File: src/rtl/pbtn_pkg.sv
package pbtn_pkg;

  // Strobes from control to the hold datapath
  typedef struct packed {
    logic clear;    // zero the hold counter
    logic advance;  // count one tick
  } holdCmd_t;

  // Observations from the datapath back to control
  typedef struct packed {
    logic pressEdge;  // button went from released to pressed this cycle
    logic held;       // button pressed this cycle and the one before
    logic lidEdge;    // lid went from closed to open this cycle
    logic bootDue;    // next counted tick completes the boot delay
    logic forceDue;   // next counted tick completes the forced-off delay
  } holdSense_t;

endpackage

File: src/rtl/pbtn_hold_datapath.sv
module pbtn_hold_datapath
  import pbtn_pkg::*;
#(
  parameter int BOOT_MS  = 10,
  parameter int FORCE_MS = 8000,
  parameter bit LID_WAKE = 1'b1
) (
  input  logic       clk,
  input  logic       rst_n,
  input  logic       btnLevel,
  input  logic       lidOpen,
  input  holdCmd_t   cmd,
  output holdSense_t sense
);

  localparam int CNT_W = $clog2(FORCE_MS + 1);
  localparam logic [CNT_W-1:0] BOOT_LAST  = CNT_W'(BOOT_MS - 1);
  localparam logic [CNT_W-1:0] FORCE_LAST = CNT_W'(FORCE_MS - 1);
  localparam logic [CNT_W-1:0] CNT_TOP    = CNT_W'(FORCE_MS);

  logic             btnPrev;
  logic [CNT_W-1:0] holdCnt;
  logic             lidRise;

  // Resetting to "pressed" means a button held through reset is no press
  always_ff @(posedge clk) begin
    if (!rst_n) btnPrev <= 1'b1;
    else        btnPrev <= btnLevel;
  end

  always_ff @(posedge clk) begin
    if (!rst_n)                               holdCnt <= '0;
    else if (cmd.clear)                       holdCnt <= '0;
    else if (cmd.advance && holdCnt != CNT_TOP) holdCnt <= holdCnt + 1'b1;
  end

  generate
    if (LID_WAKE) begin : g_lid
      logic lidPrev;
      always_ff @(posedge clk) begin
        if (!rst_n) lidPrev <= 1'b1;
        else        lidPrev <= lidOpen;
      end
      assign lidRise = lidOpen & ~lidPrev;
    end else begin : g_nolid
      assign lidRise = 1'b0;
    end
  endgenerate

  always_comb begin
    sense.pressEdge = btnLevel & ~btnPrev;
    sense.held      = btnLevel & btnPrev;
    sense.lidEdge   = lidRise;
    sense.bootDue   = (holdCnt == BOOT_LAST);
    sense.forceDue  = (holdCnt == FORCE_LAST);
  end

  // A released button leaves the counter at zero
  assert_cnt_clear_R5: assert property (@(posedge clk) disable iff (!rst_n)
    !btnLevel |=> (holdCnt == '0));

  // The counter never passes the forced-off limit
  assert_cnt_bound_R4: assert property (@(posedge clk) disable iff (!rst_n)
    holdCnt <= CNT_TOP);

  // A press edge restarts counting, so a tick in that cycle is lost
  assert_press_restart_R9: assert property (@(posedge clk) disable iff (!rst_n)
    (btnLevel && !btnPrev) |=> (holdCnt == '0));

endmodule

File: src/rtl/pbtn_hold_control.sv
module pbtn_hold_control
  import pbtn_pkg::*;
(
  input  logic       clk,
  input  logic       rst_n,
  input  logic       msTick,
  input  logic       btnLevel,
  input  logic       chipOff,
  input  logic       suspendEnter,
  input  holdSense_t sense,
  output holdCmd_t   cmd,
  output logic       powerOnReq,
  output logic       forceOffReq
);

  logic bootArmed;
  logic forceArmed;
  logic bootFire;
  logic forceFire;
  logic lidWake;

  always_comb begin
    cmd.clear   = ~btnLevel | sense.pressEdge;
    cmd.advance = sense.held & msTick;
  end

  assign bootFire  = bootArmed & cmd.advance & sense.bootDue;
  assign forceFire = forceArmed & sense.held &
                     ((cmd.advance & sense.forceDue) | suspendEnter);
  assign lidWake   = sense.lidEdge & chipOff;

  always_ff @(posedge clk) begin
    if (!rst_n) begin
      bootArmed  <= 1'b0;
      forceArmed <= 1'b0;
    end else if (!btnLevel) begin
      bootArmed  <= 1'b0;
      forceArmed <= 1'b0;
    end else if (sense.pressEdge) begin
      bootArmed  <= chipOff;
      forceArmed <= 1'b1;
    end else begin
      if (bootFire)  bootArmed  <= 1'b0;
      if (forceFire) forceArmed <= 1'b0;
    end
  end

  always_ff @(posedge clk) begin
    if (!rst_n) begin
      powerOnReq  <= 1'b0;
      forceOffReq <= 1'b0;
    end else begin
      powerOnReq  <= bootFire | lidWake;
      forceOffReq <= forceFire;
    end
  end

  assert_suspend_force_R8: assert property (@(posedge clk) disable iff (!rst_n)
    (forceArmed && btnLevel && suspendEnter) |=> forceOffReq);

  assert_lid_wake_R7: assert property (@(posedge clk) disable iff (!rst_n)
    (sense.lidEdge && chipOff) |=> powerOnReq);

  assert_release_quiet_R5: assert property (@(posedge clk) disable iff (!rst_n)
    !btnLevel |=> !forceOffReq);

  assert_force_once_R6: assert property (@(posedge clk) disable iff (!rst_n)
    forceOffReq |-> !forceArmed);

  assert_chip_on_R3: assert property (@(posedge clk) disable iff (!rst_n)
    (sense.pressEdge && !chipOff) |=> !bootArmed);

  assert_force_pulse_R10: assert property (@(posedge clk) disable iff (!rst_n)
    forceOffReq |=> !forceOffReq);

endmodule

File: src/rtl/pbtn_hold_timer.sv
module pbtn_hold_timer #(
  parameter int BOOT_MS  = 10,
  parameter int FORCE_MS = 8000,
  parameter bit LID_WAKE = 1'b1
) (
  input  logic clk,
  input  logic rst_n,
  input  logic msTick,
  input  logic btnLevel,
  input  logic lidOpen,
  input  logic chipOff,
  input  logic suspendEnter,
  output logic powerOnReq,
  output logic forceOffReq
);

  pbtn_pkg::holdCmd_t   cmd;
  pbtn_pkg::holdSense_t sense;

  pbtn_hold_datapath #(
    .BOOT_MS (BOOT_MS),
    .FORCE_MS(FORCE_MS),
    .LID_WAKE(LID_WAKE)
  ) u_datapath (
    .clk     (clk),
    .rst_n   (rst_n),
    .btnLevel(btnLevel),
    .lidOpen (lidOpen),
    .cmd     (cmd),
    .sense   (sense)
  );

  pbtn_hold_control u_control (
    .clk         (clk),
    .rst_n       (rst_n),
    .msTick      (msTick),
    .btnLevel    (btnLevel),
    .chipOff     (chipOff),
    .suspendEnter(suspendEnter),
    .sense       (sense),
    .cmd         (cmd),
    .powerOnReq  (powerOnReq),
    .forceOffReq (forceOffReq)
  );

endmodule

File: config.mk
export PLATFORM = sky130hd
export DESIGN_NAME = pbtn_hold_timer
export DESIGN_NICKNAME = d
export VERILOG_FILES = /design/src/rtl/pbtn_pkg.sv /design/src/rtl/pbtn_hold_datapath.sv /design/src/rtl/pbtn_hold_control.sv /design/src/rtl/pbtn_hold_timer.sv
export SDC_FILE = /design/constraint.sdc
export NUM_CORES = 1
export LEC_CHECK = 0
export CAP_MARGIN = 20
export CORE_MARGIN = 10
export CORE_UTILIZATION = 54
export CTS_CLUSTER_SIZE = 30
export DETAILED_ROUTE_END_ITERATION = 8
export HOLD_SLACK_MARGIN = 0.12
export PLACE_DENSITY = 0.75
export RECOVER_POWER = 100
export SLEW_MARGIN = 40
export SYNTH_ARGS = -nofsm -noshare
export SYNTH_HDL_FRONTEND = slang
export SYNTH_HIERARCHICAL = 1
export SYNTH_SLANG_ARGS = --single-unit
File: constraint.sdc
create_clock -name clk -period 3.1 [get_ports clk]
set_clock_uncertainty 0.15 [all_clocks]
set_input_delay 0.31 -clock clk [delete_from_list [all_inputs] [get_ports clk]]
set_output_delay 0.31 -clock clk [all_outputs]
set_load 0.05 [all_outputs]
# Yosys cells after proc, flatten, opt, wreduce, memory -nomap -nowiden
# Cells that the tools add are included.
[classes]
add_sub_neg = 1
n_eq_ne = 3
muxes = 4
bitwise = 17
n_reduce_logical = 5
[op_table]
columns = ["cell", "n"]
rows = [
  ["adder 13 x 1 -> 13 bit (second input constant)", 1],
  ["== test 13 bit (second input constant)", 1],
  ["== test 13 x 4 -> 1 bit (second input constant)", 1],
  ["inequality test 13 bit (second input constant)", 1],
  ["AND 1 bit", 10],
  ["two-way mux 1 bit", 4],
  ["inverter 1 bit", 4],
  ["nonzero test 2 bit", 2],
  ["bitwise OR 1 bit", 3],
  ["AND reduction 2 bit", 1],
  ["OR reduction 2 bit", 1],
  ["logical AND 1 bit", 1],
]
[totals]
ff_bits = 19
elab_cells = 37

# Depth between registers and ports, before layout
[depth]
word_depth = 7
ltp_mapped = 6

# Hierarchy
# The synthesis kept the hierarchy.
[by_module_without_submodules]
columns = ["module", "n_inst", "cells_per_inst", "area_each_um2"]
rows = [
  ["pbtn_hold_datapath", 1, 88, 783.3],
  ["pbtn_hold_control", 1, 18, 171.4],
]

# Least setup slack after synthesis
# OpenSTA, ideal clock, no wires.
[synth_path]
path_type = "reg2reg"
from = "register u_datapath.btnPrev"
to = "register u_datapath.holdCnt[9]"
setup_ns = 0.059
arrival_ns = 1.651
required_ns = 2.891
setup_slack_ns = 1.240
path_stages_with_launch = 7
path_buffers = 0
synth_period_minus_slack_ns = 1.860
path_cell_list = "dfxtp_1 and2_1 and2_1 and4_1 nand3_1 or4_1 nand2_1"
[synth_rtl]
columns = ["element", "line_no", "source"]
rows = [
  ["from (decl)", "pbtn_hold_datapath.sv:21", "logic btnPrev;"],
  ["from (signal assigned)", "pbtn_hold_datapath.sv:28", "else btnPrev <= btnLevel;"],
  ["to (signal assigned)", "pbtn_hold_datapath.sv:34", "else if (cmd.advance && holdCnt != CNT_TOP) holdCnt <= holdCnt + 1'b1;"],
  ["to (decl)", "pbtn_hold_datapath.sv:22", "logic [CNT_W-1:0] holdCnt;"],
]

==> flow_summary.toml <==
[synth]
syn_area_per_cell_um2 = 9.01
yosysSeqAreaShare = 0.398
synth_cell_types = 31
netlist_instances = 106
yosys_register_bits = 19
synth_warnings = 6
syn-num-nets = 116
synthesis.area_um2 = 955

[worst_setup_path]
r2r_slack_ns = 0.97
cpMostUsedCell = "and2_0"
crit_path_start = "btnLevel"
path_buf_inv = 1
path_max_fanout = 7
worst_path_dominant_cell_family = "simple AND/OR/NAND/NOR gates"
worstSetupEndpoint = "u_datapath/holdCnt[9]$_SDFFE_PP0P_"
timing.rr.end = "u_datapath/holdCnt[9]$_SDFFE_PP0P_"
cpPeakStageDelay_ns = 0.64
path_depth = 7
r2r_start = "u_datapath/btnPrev$_SDFF_PN1_"
crit_type = "input port to register"
cpMaxStageDelayCell = "dlygate4sd3_1"
critPathCaptureType = "register"
startpoint_type = "input port"
required_ns = 3.20
crit_chain = "dlygate4sd3_1, and2_0, and2_0, and4_1, nand3_1, or4_1, nand2_1"
rr_worst_depth = 6
critPathArrivalTime_ns = 2.58

[cts]
clock-sinks = 19
hold_buffers = 0
clkLatencyLatePin_ns = 0.30
post_cts_resized = 0
clockBufferDepth = 2
htreeDepth = 1
clk_pin_slew_ns = 0.11
root_buffer = "clkbuf_4"
cts_buffers = 3
post_cts_buffers = 0
cts_tree = "yes"

[finish]
final_area_um2 = 1050
drive_above_1_share = 0.0345
layout_commonest_cell = "dfxtp_1"
fin_nets = 127
antenna_cells = 0
final_cell_mix = "dfxtp_1 (19), nor2_1 (11), nand3_1 (7)"
syn_to_final_growth_pct = 10.4

[route]
antenna_left = 0
wl_mm = 1.82
drc_errors = 0
via_count = 777
drtPass1Iterations = 4
route.detailed.wl_per_inst_um = 12.9
vias_per_cell = 5.51
drt-initial-drc-count = 19

[job]
drv_cap = 0

[timing]
grt_setup_unrepaired = "no"
setup_tns_ns = 0
hold_viol = 0
finalSetupViolations = 0
relSlewSlack = 0.461
min_period_over_period = 0.800
whs_ns = 0.309
fin_crit_ns = 2.48
fmax_mhz = 403
drv_slew = 0
worst_pin_slew_ns = 0.798

[floorplanning]
die_h_um = 62.0
start_util = 0.559
fp.dieArea_um2 = 3850
rows = 15
die_x_um = 62.0
core_area_um2 = 1710
ioPinCount = 9

[placed_design]
hpwlAfterDp_mm = 1.39
placed_cell_area_um2 = 1050
gp_congestion = 0.845
io_buffers = 8

[power]
power_uw = 401
p_leak_uw = 0.000378
cellPowerDensity_nw_per_um2 = 380
vdd.ir_drop.worst_uv = 255

[worst_hold_path]
hold_path_startpoint = "u_control/forceArmed$_SDFFE_PN0P_"
min-delay-path-class = "register to register"

[global_routing]
grt_pass1_vias = 750
grt_max_degree = 12
grt_usage = 0.113
grt_first_pass_wirelength_mm = 3.30
antenna_found_initial = 0
grt_overflow = 0

[run_status]
status = "complete, no violations"
## sequential cells by signal, indices dropped and copies added (netlist names)
signal                    count
u_control/forceArmed          1
u_datapath/holdCnt           13
u_datapath/g_lid.lidPrev      1
u_control/powerOnReq          1
u_control/forceOffReq         1
u_control/bootArmed           1
u_datapath/btnPrev            1
## through the flow
stage	std cells	worst slack (ns)	utilization
floorplan	106	1.24	-
global placement	137	0.529	0.615
detailed placement	137	0.476	0.615
CTS	141	0.783	0.631
global route	141	0.442	0.617
finish	141	0.620	0.617
## routing by layer
layer / vias to the layer above / track usage / wire, um
met1: 364 / 0.141 / 850
met3: 4 / 0.0305 / 66
met2: 10 / 0.178 / 879
met4: 0 / 0.0478 / 25
met5: - / 0 / 0
li1: 399 / - / -
## power by group
part | internal, uW | switching (uW) | total (uW)
logic | 13.1 | 14.8 | 27.9
clock network | 50.1 | 75.0 | 125
registers | 246 | 1.18 | 248
total | 310 | 91.0 | 401
## synth_stat cells (all sizes together)
| library cell | count | area, um^2 |
|---|---|---|
| o21a | 1 | 7.51 |
| nor2b | 3 | 18.8 |
| nor2 | 11 | 41.3 |
| or4 | 2 | 15.0 |
| or3 | 3 | 23.8 |
| o211ai | 1 | 7.51 |
| and4 | 5 | 43.8 |
| nand2b | 4 | 25.0 |
| dfxtp | 19 | 380 |
| nand3 | 7 | 35.0 |
| nand4 | 6 | 37.5 |
| nand4b | 1 | 8.76 |
| o21ai | 4 | 20.0 |
| a21oi | 3 | 15.0 |
| and2 | 5 | 31.3 |
| clkbuf | 1 | 3.75 |
| inv | 5 | 18.8 |
| o211a | 1 | 10.0 |
| ha | 3 | 37.5 |
| xor2 | 6 | 52.6 |
| nand4bb | 1 | 11.3 |
| o41ai | 2 | 36.3 |
| o31a | 1 | 8.76 |
| nand2 | 6 | 22.5 |
| nor4 | 1 | 6.26 |
| buf | 2 | 18.8 |
| xnor2 | 2 | 17.5 |
## cells by family (layout without fill, tap and decap cells)
| kind of cell | Yosys count | in the layout | share of synthesized area |
|---|---|---|---|
| AO/OA/AOI/OAI | 13 | 13 | 0.110 |
| adder cells (fa/ha/maj) | 3 | 3 | 0.0393 |
| XOR/XNOR | 8 | 8 | 0.0734 |
| buffers and inverters | 8 | 18 | 0.0433 |
| AND/OR/NAND/NOR | 55 | 55 | 0.336 |
| flip-flops | 19 | 19 | 0.398 |
## worst min-delay path: stages, from the launching register on
cell and delay, ns:
dfxtp_1 0.33, nand3_1 0.06, nor2_1 0.04
## worst min path at each step
stage                     depth (start not counted)  slack [ns]                               end
after global routing                              2        0.34  u_control/forceOffReq$_SDFF_PN0_
after CTS                                         2        0.32  u_control/forceOffReq$_SDFF_PN0_
final                                             2        0.31  u_control/forceOffReq$_SDFF_PN0_
after detailed placement                          2        0.29  u_control/forceOffReq$_SDFF_PN0_
after floorplan                                   1        0.23     u_datapath/btnPrev$_SDFF_PN1_
after global placement                            2        0.29  u_control/forceOffReq$_SDFF_PN0_
## layout make-up
cell class | count | area, um^2
Inverter | 5 | 18.8
Clock buffer | 4 | 26.3
Timing Repair Buffer | 9 | 87.6
Tap cell | 25 | 31.3
Fill cell | 146 | 654
Sequential cell | 19 | 380
Multi-Input combinational cell | 79 | 509
(Power assumes the default switching activity.)
